`src/rtl/mhf_pkg.sv`:
```
package mhf_pkg;

  localparam logic [31:0] CRC_GEN  = 32'h04C11DB7;
  localparam logic [31:0] CRC_SEED = 32'hFFFF_FFFF;

  // One byte through a left-shifting CRC register, data bits fed LSB first.
  function automatic logic [31:0] crc_step_byte(input logic [31:0] cur,
                                                input logic [7:0]  din);
    logic [31:0] c;
    logic        fb;
    c = cur;
    for (int i = 0; i < 8; i++) begin
      fb = c[31] ^ din[i];
      c  = {c[30:0], 1'b0};
      if (fb) c = c ^ CRC_GEN;
    end
    return c;
  endfunction

endpackage

```
`src/rtl/mhf_crc_engine.sv`:
```
module mhf_crc_engine
  import mhf_pkg::*;
#(
  parameter int ADDR_BYTES = 6,
  parameter int HASH_W     = 8
) (
  input  logic              clk,
  input  logic              rst,
  input  logic              in_vld,
  input  logic              in_sof,
  input  logic [7:0]        in_dat,
  output logic              addr_done,
  output logic              addr_mc,
  output logic [HASH_W-1:0] crc_inv_low
);
  localparam int CNT_W = $clog2(ADDR_BYTES + 1);
  localparam logic [CNT_W-1:0] LAST = CNT_W'(ADDR_BYTES);

  logic [CNT_W-1:0] cnt_q, cnt_nxt;
  logic [31:0]      crc_q, crc_base, crc_nxt;
  logic             mc_q, mc_nxt, active, take;

  always_comb begin
    active   = (cnt_q != '0) && (cnt_q < LAST);
    take     = in_vld && (in_sof || active);
    crc_base = in_sof ? CRC_SEED : crc_q;
    crc_nxt  = crc_step_byte(crc_base, in_dat);
    cnt_nxt  = in_sof ? CNT_W'(1) : cnt_q + CNT_W'(1);
    mc_nxt   = in_sof ? in_dat[0] : mc_q;
  end

  assign addr_done   = take && (cnt_nxt == LAST);
  assign addr_mc     = mc_nxt;
  assign crc_inv_low = ~crc_nxt[HASH_W-1:0];

  always_ff @(posedge clk) begin
    if (rst) begin
      cnt_q <= '0;
      crc_q <= CRC_SEED;
      mc_q  <= 1'b0;
    end else if (take) begin
      cnt_q <= cnt_nxt;
      crc_q <= crc_nxt;
      mc_q  <= mc_nxt;
    end
  end

endmodule

```
`src/rtl/mhf_hash_lookup.sv`:
```
module mhf_hash_lookup #(
  parameter int TABLE_BITS = 256,
  parameter int REG_W      = 32
) (
  input  logic [$clog2(TABLE_BITS)-1:0] crc_inv_low,
  input  logic [TABLE_BITS-1:0]         tbl,
  output logic                          hit
);
  localparam int HASH_W   = $clog2(TABLE_BITS);
  localparam int BIT_W    = $clog2(REG_W);
  localparam int SEL_W    = HASH_W - BIT_W;
  localparam int NUM_REGS = TABLE_BITS / REG_W;

  logic [HASH_W-1:0] hash;
  logic [REG_W-1:0]  words [NUM_REGS];
  logic [SEL_W-1:0]  sel;
  logic [BIT_W-1:0]  bsel;

  // Bit reversal: the lowest CRC bits become the top hash bits.
  for (genvar j = 0; j < HASH_W; j++) begin : g_rev
    assign hash[HASH_W-1-j] = crc_inv_low[j];
  end

  for (genvar k = 0; k < NUM_REGS; k++) begin : g_word
    assign words[k] = tbl[k*REG_W +: REG_W];
  end

  assign sel  = hash[HASH_W-1 -: SEL_W];
  assign bsel = hash[BIT_W-1:0];
  assign hit  = words[sel][bsel];

endmodule

```
`src/rtl/mhf_verdict.sv`:
```
module mhf_verdict (
  input  logic clk,
  input  logic rst,
  input  logic addr_done,
  input  logic addr_mc,
  input  logic tbl_hit,
  input  logic pass_all,
  output logic out_vld,
  output logic out_acc
);
  logic fire;
  assign fire = addr_done && addr_mc;

  always_ff @(posedge clk) begin
    if (rst) begin
      out_vld <= 1'b0;
      out_acc <= 1'b0;
    end else begin
      out_vld <= fire;
      out_acc <= fire && (pass_all || tbl_hit);
    end
  end

endmodule

```
`src/rtl/mhf_filter.sv`:
```
module mhf_filter #(
  parameter int ADDR_BYTES = 6,
  parameter int TABLE_BITS = 256,
  parameter int REG_W      = 32
) (
  input  logic                  clk,
  input  logic                  rst,
  input  logic                  byte_vld,
  input  logic                  byte_sof,
  input  logic [7:0]            byte_dat,
  input  logic [TABLE_BITS-1:0] hash_tbl,
  input  logic                  pass_all_mc,
  output logic                  verdict_vld,
  output logic                  verdict_accept
);
  localparam int HASH_W = $clog2(TABLE_BITS);

  logic              done, mc, hit;
  logic [HASH_W-1:0] crc_low;

  mhf_crc_engine #(.ADDR_BYTES(ADDR_BYTES), .HASH_W(HASH_W)) u_crc (
    .clk(clk), .rst(rst),
    .in_vld(byte_vld), .in_sof(byte_sof), .in_dat(byte_dat),
    .addr_done(done), .addr_mc(mc), .crc_inv_low(crc_low)
  );

  mhf_hash_lookup #(.TABLE_BITS(TABLE_BITS), .REG_W(REG_W)) u_lkp (
    .crc_inv_low(crc_low), .tbl(hash_tbl), .hit(hit)
  );

  mhf_verdict u_vrd (
    .clk(clk), .rst(rst),
    .addr_done(done), .addr_mc(mc), .tbl_hit(hit), .pass_all(pass_all_mc),
    .out_vld(verdict_vld), .out_acc(verdict_accept)
  );

endmodule

```
`config.mk`:
```
export PLATFORM = sky130hd
export DESIGN_NAME = mhf_filter
export DESIGN_NICKNAME = d
export VERILOG_FILES = /design/src/rtl/mhf_pkg.sv /design/src/rtl/mhf_crc_engine.sv /design/src/rtl/mhf_hash_lookup.sv /design/src/rtl/mhf_verdict.sv /design/src/rtl/mhf_filter.sv
export SDC_FILE = /design/constraint.sdc
export NUM_CORES = 1
export LEC_CHECK = 0
export ABC_AREA = 1
export BUFFER_PORTS_ARGS = -buffer_cell sky130_fd_sc_hd__buf_4
export CAP_MARGIN = 20
export CORE_ASPECT_RATIO = 1.75
export CORE_MARGIN = 8
export CORE_UTILIZATION = 40
export DETAILED_ROUTE_END_ITERATION = 8
export GPL_ROUTABILITY_DRIVEN = 0
export PLACE_DENSITY = 0.78
export RECOVER_POWER = 50
export SLEW_MARGIN = 0
export SYNTH_ARGS = -nofsm -noshare
export SYNTH_HDL_FRONTEND = slang
export SYNTH_SLANG_ARGS = --single-unit
```
`constraint.sdc`:
```
create_clock -name clk -period 2.59 [get_ports clk]
set_input_delay 0.1295 -clock clk [delete_from_list [all_inputs] [get_ports clk]]
set_output_delay 0.1295 -clock clk [all_outputs]
set_load 0.05 [all_outputs]
```
# Word level (Yosys, flattened, before mapping)
# Index checks and enable logic that the tools add are counted.
[totals]
ff_bits = 38
elab_cells = 52
in_bits = 269
output_inout_bits = 2
[classes]
magnitude_cmp = 3
add_sub_neg = 1
n_reduce_logical = 8
eq_ne = 1
muxes = 16
bitwise = 18
[op_table]
columns = ["op", "count"]
rows = [
  ["27-bit 2-to-1 mux", 8],
  ["14-bit NOT", 8],
  ["32-bit binary-select mux with 3-bit select", 1],
  ["32-bit 2-to-1 mux", 3],
  ["8-bit NOT", 1],
  ["1-bit XOR", 8],
  ["5-bit by 6-bit less-than comparator with 1-bit output, second input constant", 1],
  ["1-bit binary-select mux with 5-bit select", 1],
  ["1-bit logical AND", 5],
  ["4-bit >= comparator, second input constant", 1],
  ["3-bit NOT with 4-bit output", 1],
  ["3-bit by 1-bit adder with 3-bit output, second input constant", 1],
  ["3-bit equality test, second input constant", 1],
  ["3-bit less-than comparator, second input constant", 1],
  ["3-bit 2-to-1 mux", 1],
  ["3-bit nonzero test", 1],
  ["1-bit logical OR", 2],
  ["1-bit 2-to-1 mux", 2],
]

# Logic depth before layout (Yosys ltp)
[depth]
word_depth = 26
mapped_depth = 23
depth_no_buf = 23

# Hierarchy
# Synthesis repeated with hierarchy kept, for this count alone.
[hier_totals]
hier_cells = 966
area_unflattened_um2 = 5431.5
[by_module_without_submodules]
columns = ["module", "area_per_inst_um2", "n_inst", "cells_each", "seq_area_each_um2"]
rows = [
  ["mhf_crc_engine", 2693.8, 1, 380, 720.7],
  ["mhf_hash_lookup", 2672.6, 1, 579, 0.0],
  ["mhf_verdict", 65.1, 1, 7, 40.0],
]

# Least setup slack after synthesis
# Ideal clock, no wire load.
[synth_timing]
kind = "reg-to-reg"
start = "register u_crc.crc_q[29]"
end = "register u_vrd.out_acc"
n_path_buf = 0
arrival_time_ps = 2070
setup_slack_ps = 412
period_less_slack_ps = 2178
setup_time_ps = 109
stages_incl_launch_ff = 16
cell_sequence = "dfxtp_1 nor2_8 xor2_2 nand2_2 nand2_4 xor2_4 xor2_2 nand2_1 nor2_1 nand2_1 nand3_1 nand3_1 nand3_1 nand3_1 nand2_1 inv_1"
[synth_via]
elab_chain_cells = 17
[synth_rtl]
columns = ["item", "line_no", "text"]
rows = [
  ["start, declared", "mhf_crc_engine.sv:20", "logic [31:0] crc_q, crc_base, crc_nxt;"],
  ["start signal, assigned", "mhf_crc_engine.sv:43", "crc_q <= crc_nxt;"],
  ["32-bit 2-to-1 mux *", "mhf_crc_engine.sv:26", "crc_base = in_sof ? CRC_SEED : crc_q;"],
  ["1-bit XOR *", "mhf_pkg.sv:13", "fb = c[31] ^ din[i];"],
  ["27-bit 2-to-1 mux *", "mhf_pkg.sv:15", "if (fb) c = c ^ CRC_GEN;"],
  ["14-bit NOT (no line)", "--", ""],
  ["27-bit 2-to-1 mux *", "mhf_pkg.sv:15", ""],
  ["14-bit NOT (no line)", "--", ""],
  ["27-bit 2-to-1 mux * (2 in a row)", "mhf_pkg.sv:15", ""],
  ["14-bit NOT (no line)", "--", ""],
  ["27-bit 2-to-1 mux *", "mhf_pkg.sv:15", ""],
  ["14-bit NOT (no line)", "--", ""],
  ["27-bit 2-to-1 mux *", "mhf_pkg.sv:15", ""],
  ["8-bit NOT *", "mhf_crc_engine.sv:34", "assign crc_inv_low = ~crc_nxt[HASH_W-1:0];"],
  ["1-bit binary-select mux with 5-bit select *", "mhf_hash_lookup.sv:30", "assign hit = words[sel][bsel];"],
  ["1-bit 2-to-1 mux (not written as such) *", "mhf_hash_lookup.sv:30", ""],
  ["1-bit logical OR *", "mhf_verdict.sv:20", "out_acc <= fire && (pass_all || tbl_hit);"],
  ["1-bit logical AND *", "mhf_verdict.sv:20", ""],
  ["end signal, assigned", "mhf_verdict.sv:20", ""],
  ["end, declared", "mhf_verdict.sv:9", "output logic out_acc"],
]
# Every way passes the cells marked *; elsewhere a longest branch is shown, timed or not. The select of a mux whose other input is x is not followed.
# A chain may end at the register's enable or synchronous reset.

# Worst setup path in the final report
[layout_timing]
start = "register u_crc.crc_q[26]"
end = "register u_vrd.out_acc"
[layout_via]
elab_chain_cells = 16
[layout_rtl]
columns = ["item", "line_no"]
rows = [
  ["32-bit 2-to-1 mux *", "mhf_crc_engine.sv:26"],
  ["1-bit XOR *", "mhf_pkg.sv:13"],
  ["27-bit 2-to-1 mux *", "mhf_pkg.sv:15"],
  ["14-bit NOT (no line)", "--"],
  ["27-bit 2-to-1 mux *", "mhf_pkg.sv:15"],
  ["14-bit NOT (no line)", "--"],
  ["27-bit 2-to-1 mux *", "mhf_pkg.sv:15"],
  ["8-bit NOT *", "mhf_crc_engine.sv:34"],
  ["3-bit NOT with 4-bit output (not written as such)", "mhf_hash_lookup.sv:30"],
  ["32-bit binary-select mux with 3-bit select", "mhf_hash_lookup.sv:30"],
  ["32-bit 2-to-1 mux (not written as such) (2 in a row)", "mhf_hash_lookup.sv:30"],
  ["1-bit binary-select mux with 5-bit select *", "mhf_hash_lookup.sv:30"],
  ["1-bit 2-to-1 mux (not written as such) *", "mhf_hash_lookup.sv:30"],
  ["1-bit logical OR *", "mhf_verdict.sv:20"],
  ["1-bit logical AND *", "mhf_verdict.sv:20"],
]
# Marks and branches as above.

==> flow_metrics.tcl <==
set metrics [dict create \
    crit_chain "nor2_1, nand2_1, nand2_4, buf_6, xnor2_2, nand3_1, nand3_2, inv_1, buf_4, nand2_1, nand2_1, nor2_1, nand2_1, nand3_1, nand3_1, nand3_1, nand3_1, nand2_1, inv_1" \
    first_global_vias 6926 \
    postRouteWirelength_mm 24.3 \
    critPathTopFamily "simple AND/OR/NAND/NOR gates" \
    cp_max_fo 16 \
    p_int_mw 2.22 \
    period_share_pct 93.5 \
    yosysSeqAreaShare_pct 14.7 \
    synth_area_per_cell_um2 6.35 \
    route.detailed.drc 0 \
    rrSetupSlack_ns 0.17 \
    ios 271 \
    reg2regPathDepth 19 \
    netlist_area_um2 5160 \
    post-dp-hpwl_mm 18.4 \
    dieWidth_um 102 \
    num_vias 6885 \
    final_common_cell "buf_4" \
    muxShareOfSynthArea_pct 0 \
    finalSetupTns_ns 0 \
    finalCriticalPeriod_ns 2.42 \
    cp.required_ns 2.78 \
    r2r-start "u_crc.crc_q[26]" \
    synth-simple-area-share_pct 38.8 \
    mappedNetlistNets 1083 \
    yosysWarnings 0 \
    antenna_cells 0 \
    cp-start-kind "flip-flop" \
    synth_compound_gate_area_share_pct 28.0 \
    fin_skew_ns 0.00253 \
    maxSlewViolCount 0 \
    comb_power_share_pct 66.1 \
    rows 55 \
    p_per_area_nw_per_um2 489 \
    cts_buffer_depth 2 \
    grt.total_usage_pct 26.6 \
    cp-end-kind "flip-flop" \
    power_frac_seq_pct 17.6 \
    final_cell_mix "298 x buf_4, 141 x nand2_1, 124 x o211ai_1, 118 x or2_2, 70 x nand3_1" \
    power.total_mw 3.95 \
    grt_start_max_net_pins 71 \
    syn2layout_area_growth_pct 56.4 \
    clock.fmax_mhz 413 \
    wl_per_cell_um 19.4 \
    synthXorXnorAreaFrac_pct 10.2 \
    worstHoldPathType "input pin to flip-flop" \
    switching_share_pct 43.7 \
    syn_inst 812 \
    ys_types 35 \
    worstPathArrival_ns 2.61 \
    clkLatencyLatePin_ns 0.29 \
    power_switching_mw 1.72 \
    die_height_um 166 \
    synth_seq_cells 38 \
    coreArea_um2 12800 \
    dp.cells 1224 \
    cp_slowest_cell "dfxtp_2" \
    worstSetupEndpoint "u_vrd.out_acc" \
    power.leakage_nw 3.66 \
    antenna_found_initial 0 \
    grt_pass1_wl_mm 35.5 \
    cts_buffers 5 \
    portBuffers 270 \
    critPathLaunch "u_crc.crc_q[26]" \
    via_per_inst 5.50 \
    vdd_drop_max_mv 0.265 \
    die-area_um2 16900 \
    antenna_left 0 \
    cpPeakStageDelay_ns 0.33 \
    firstDrtPassIters 5 \
    drtIter0Drc 387 \
    fin_cells 1251 \
    synth_fa_ha_area_share_pct 0.485 \
    r2r-end "u_vrd.out_acc" \
    maxCapViolations 0 \
    cts-htree-levels 2 \
    cts-root-buf "clkbuf_16" \
    grt_overflow 0 \
    tightest_slew_ns 1.05 \
    finalSetupViolations 0 \
    synth_top_family_by_area "simple AND/OR/NAND/NOR gates" \
    cp_num_cells 19 \
    final-hold-violation-count 0 \
    drive_gt1_share_pct 46.6 \
    crit_buf_inv 4 \
    pwr-share-clk_pct 16.2 \
    critPathKind "flip-flop to flip-flop" \
    clock_sinks 38 \
    initial_core_util_pct 40.3 \
    status "completed" \
    final_nets 1350 \
    clkTransAtPathRegs_ns 0.06 \
    relSlewSlack_pct 30.0 \
    cts_tree "built" \
]
final cells by class:
cell class / instances / area (um2)
inverter: 30 / 124
sequential: 38 / 764
clock inverter: 2 / 12.5
fill: 1204 / 4730
multi-input combinational: 682 / 4170
timing repair buffer: 320 / 2630
tap: 171 / 214
clock buffer: 6 / 139
timing repair inverter: 2 / 11.3
state kept, by name, summed over array words and instances, names as in the netlist:
signal,count
u_crc.crc_q,32
u_crc.cnt_q,3
u_crc.mc_q,1
u_vrd.out_acc,1
u_vrd.out_vld,1
timing repair:
| item | CTS | global route |
|---|---|---|
| hold buffers | 0 | 0 |
| endpoints found under the setup margin | 1 | 1 |
| pin swaps | 1 | 9 |
| resized for setup | 0 | 48 |
| cloned | 0 | 10 |
| setup buffers | 3 | 6 |
metal layers:
| metal | wire (um) | GRT usage, % | part of all wire [%] |
|---|---|---|---|
| met5 | 0 | 0 | 0 |
| met4 | 1330 | 13.6 | 5.5 |
| met3 | 1690 | 6.17 | 6.9 |
| met2 | 13000 | 48.7 | 54 |
| met1 | 8240 | 26.6 | 34 |
worst reg2reg max path: stages (launching register included):
cell	delay, ns
dfxtp_2	0.33
nor2_1	0.10
nand2_1	0.09
nand2_4	0.14
buf_6	0.19
xnor2_2	0.13
nand3_1	0.14
nand3_2	0.15
inv_1	0.10
buf_4	0.19
nand2_1	0.09
nand2_1	0.06
nor2_1	0.11
nand2_1	0.06
nand3_1	0.07
nand3_1	0.08
nand3_1	0.09
nand3_1	0.08
nand2_1	0.07
inv_1	0.04
how the worst min path moves through the flow:
stage	start	endpoint	slack, ns	cells after the start
6_report	byte_dat[0]	u_crc.mc_q	0.15	3
5_1_grt	byte_dat[0]	u_crc.mc_q	0.17	3
3_5_place_dp	byte_dat[0]	u_crc.mc_q	0.45	3
4_1_cts	byte_dat[0]	u_crc.mc_q	0.15	3
2_1_floorplan	rst	u_crc.mc_q	0.21	1
3_3_place_gp	byte_dat[0]	u_crc.mc_q	0.44	3
per-stage QoR:
step	setup slack, ns	hold slack [ns]	area [um2]	util (%)
6_report	0.169	0.151	8070	63.0
3_3_place_gp	0.000900	0.444	7460	58.3
5_1_grt	-0.00766	0.169	8070	63.0
4_1_cts	0.0694	0.152	7630	59.6
2_1_floorplan	0.412	0.208	5160	-
3_5_place_dp	-0.00617	0.452	7460	58.3
cells in the mapped netlist:
library cell	count	area share, %
xnor2_1	12	2.0
nor2_4	1	0.22
xnor2_4	2	1.1
dfxtp_1	38	15
nor2_1	50	3.6
nand2_1	153	11
ha_1	2	0.49
o221ai_1	2	0.34
nand2_4	1	0.22
buf_6	2	0.44
buf_4	6	0.87
xor2_1	23	3.9
or2_2	118	14
or2_1	3	0.36
o21ai_0	32	3.1
xnor2_2	1	0.32
o21ai_1	2	0.19
a311oi_1	1	0.17
nor3_1	3	0.29
buf_1	1	0.073
inv_2	6	0.44
xor2_4	3	1.6
o211ai_1	124	18
nand2_2	9	1.1
xor2_2	4	1.3
clkbuf_1	39	2.8
nor2_8	1	0.39
nand4_1	1	0.12
a21oi_1	60	5.8
a211oi_1	1	0.15
and2_1	1	0.12
o21bai_2	1	0.22
buf_2	14	1.4
nand3_1	71	6.9
inv_1	24	1.7
kinds of logic after synthesis:
| group | count (synthesis) |
|---|---|
| fa+ha+maj | 2 |
| xor+xnor | 45 |
| simple gates | 412 |
| compound gates | 223 |
| flops | 38 |
| buf+inv | 92 |
power by group through the flow:
stage               clock (mW)  sequential [mW]  combinational (mW)
floorplan                    0            0.693                1.44
finish                   0.641            0.696                2.61
detailed placement           0            0.704                2.26
CTS                      0.636            0.692                2.29
global placement             0            0.702                2.25
global route             0.664            0.703                2.82
No activity file was read; power rests on OpenSTA's default activity.
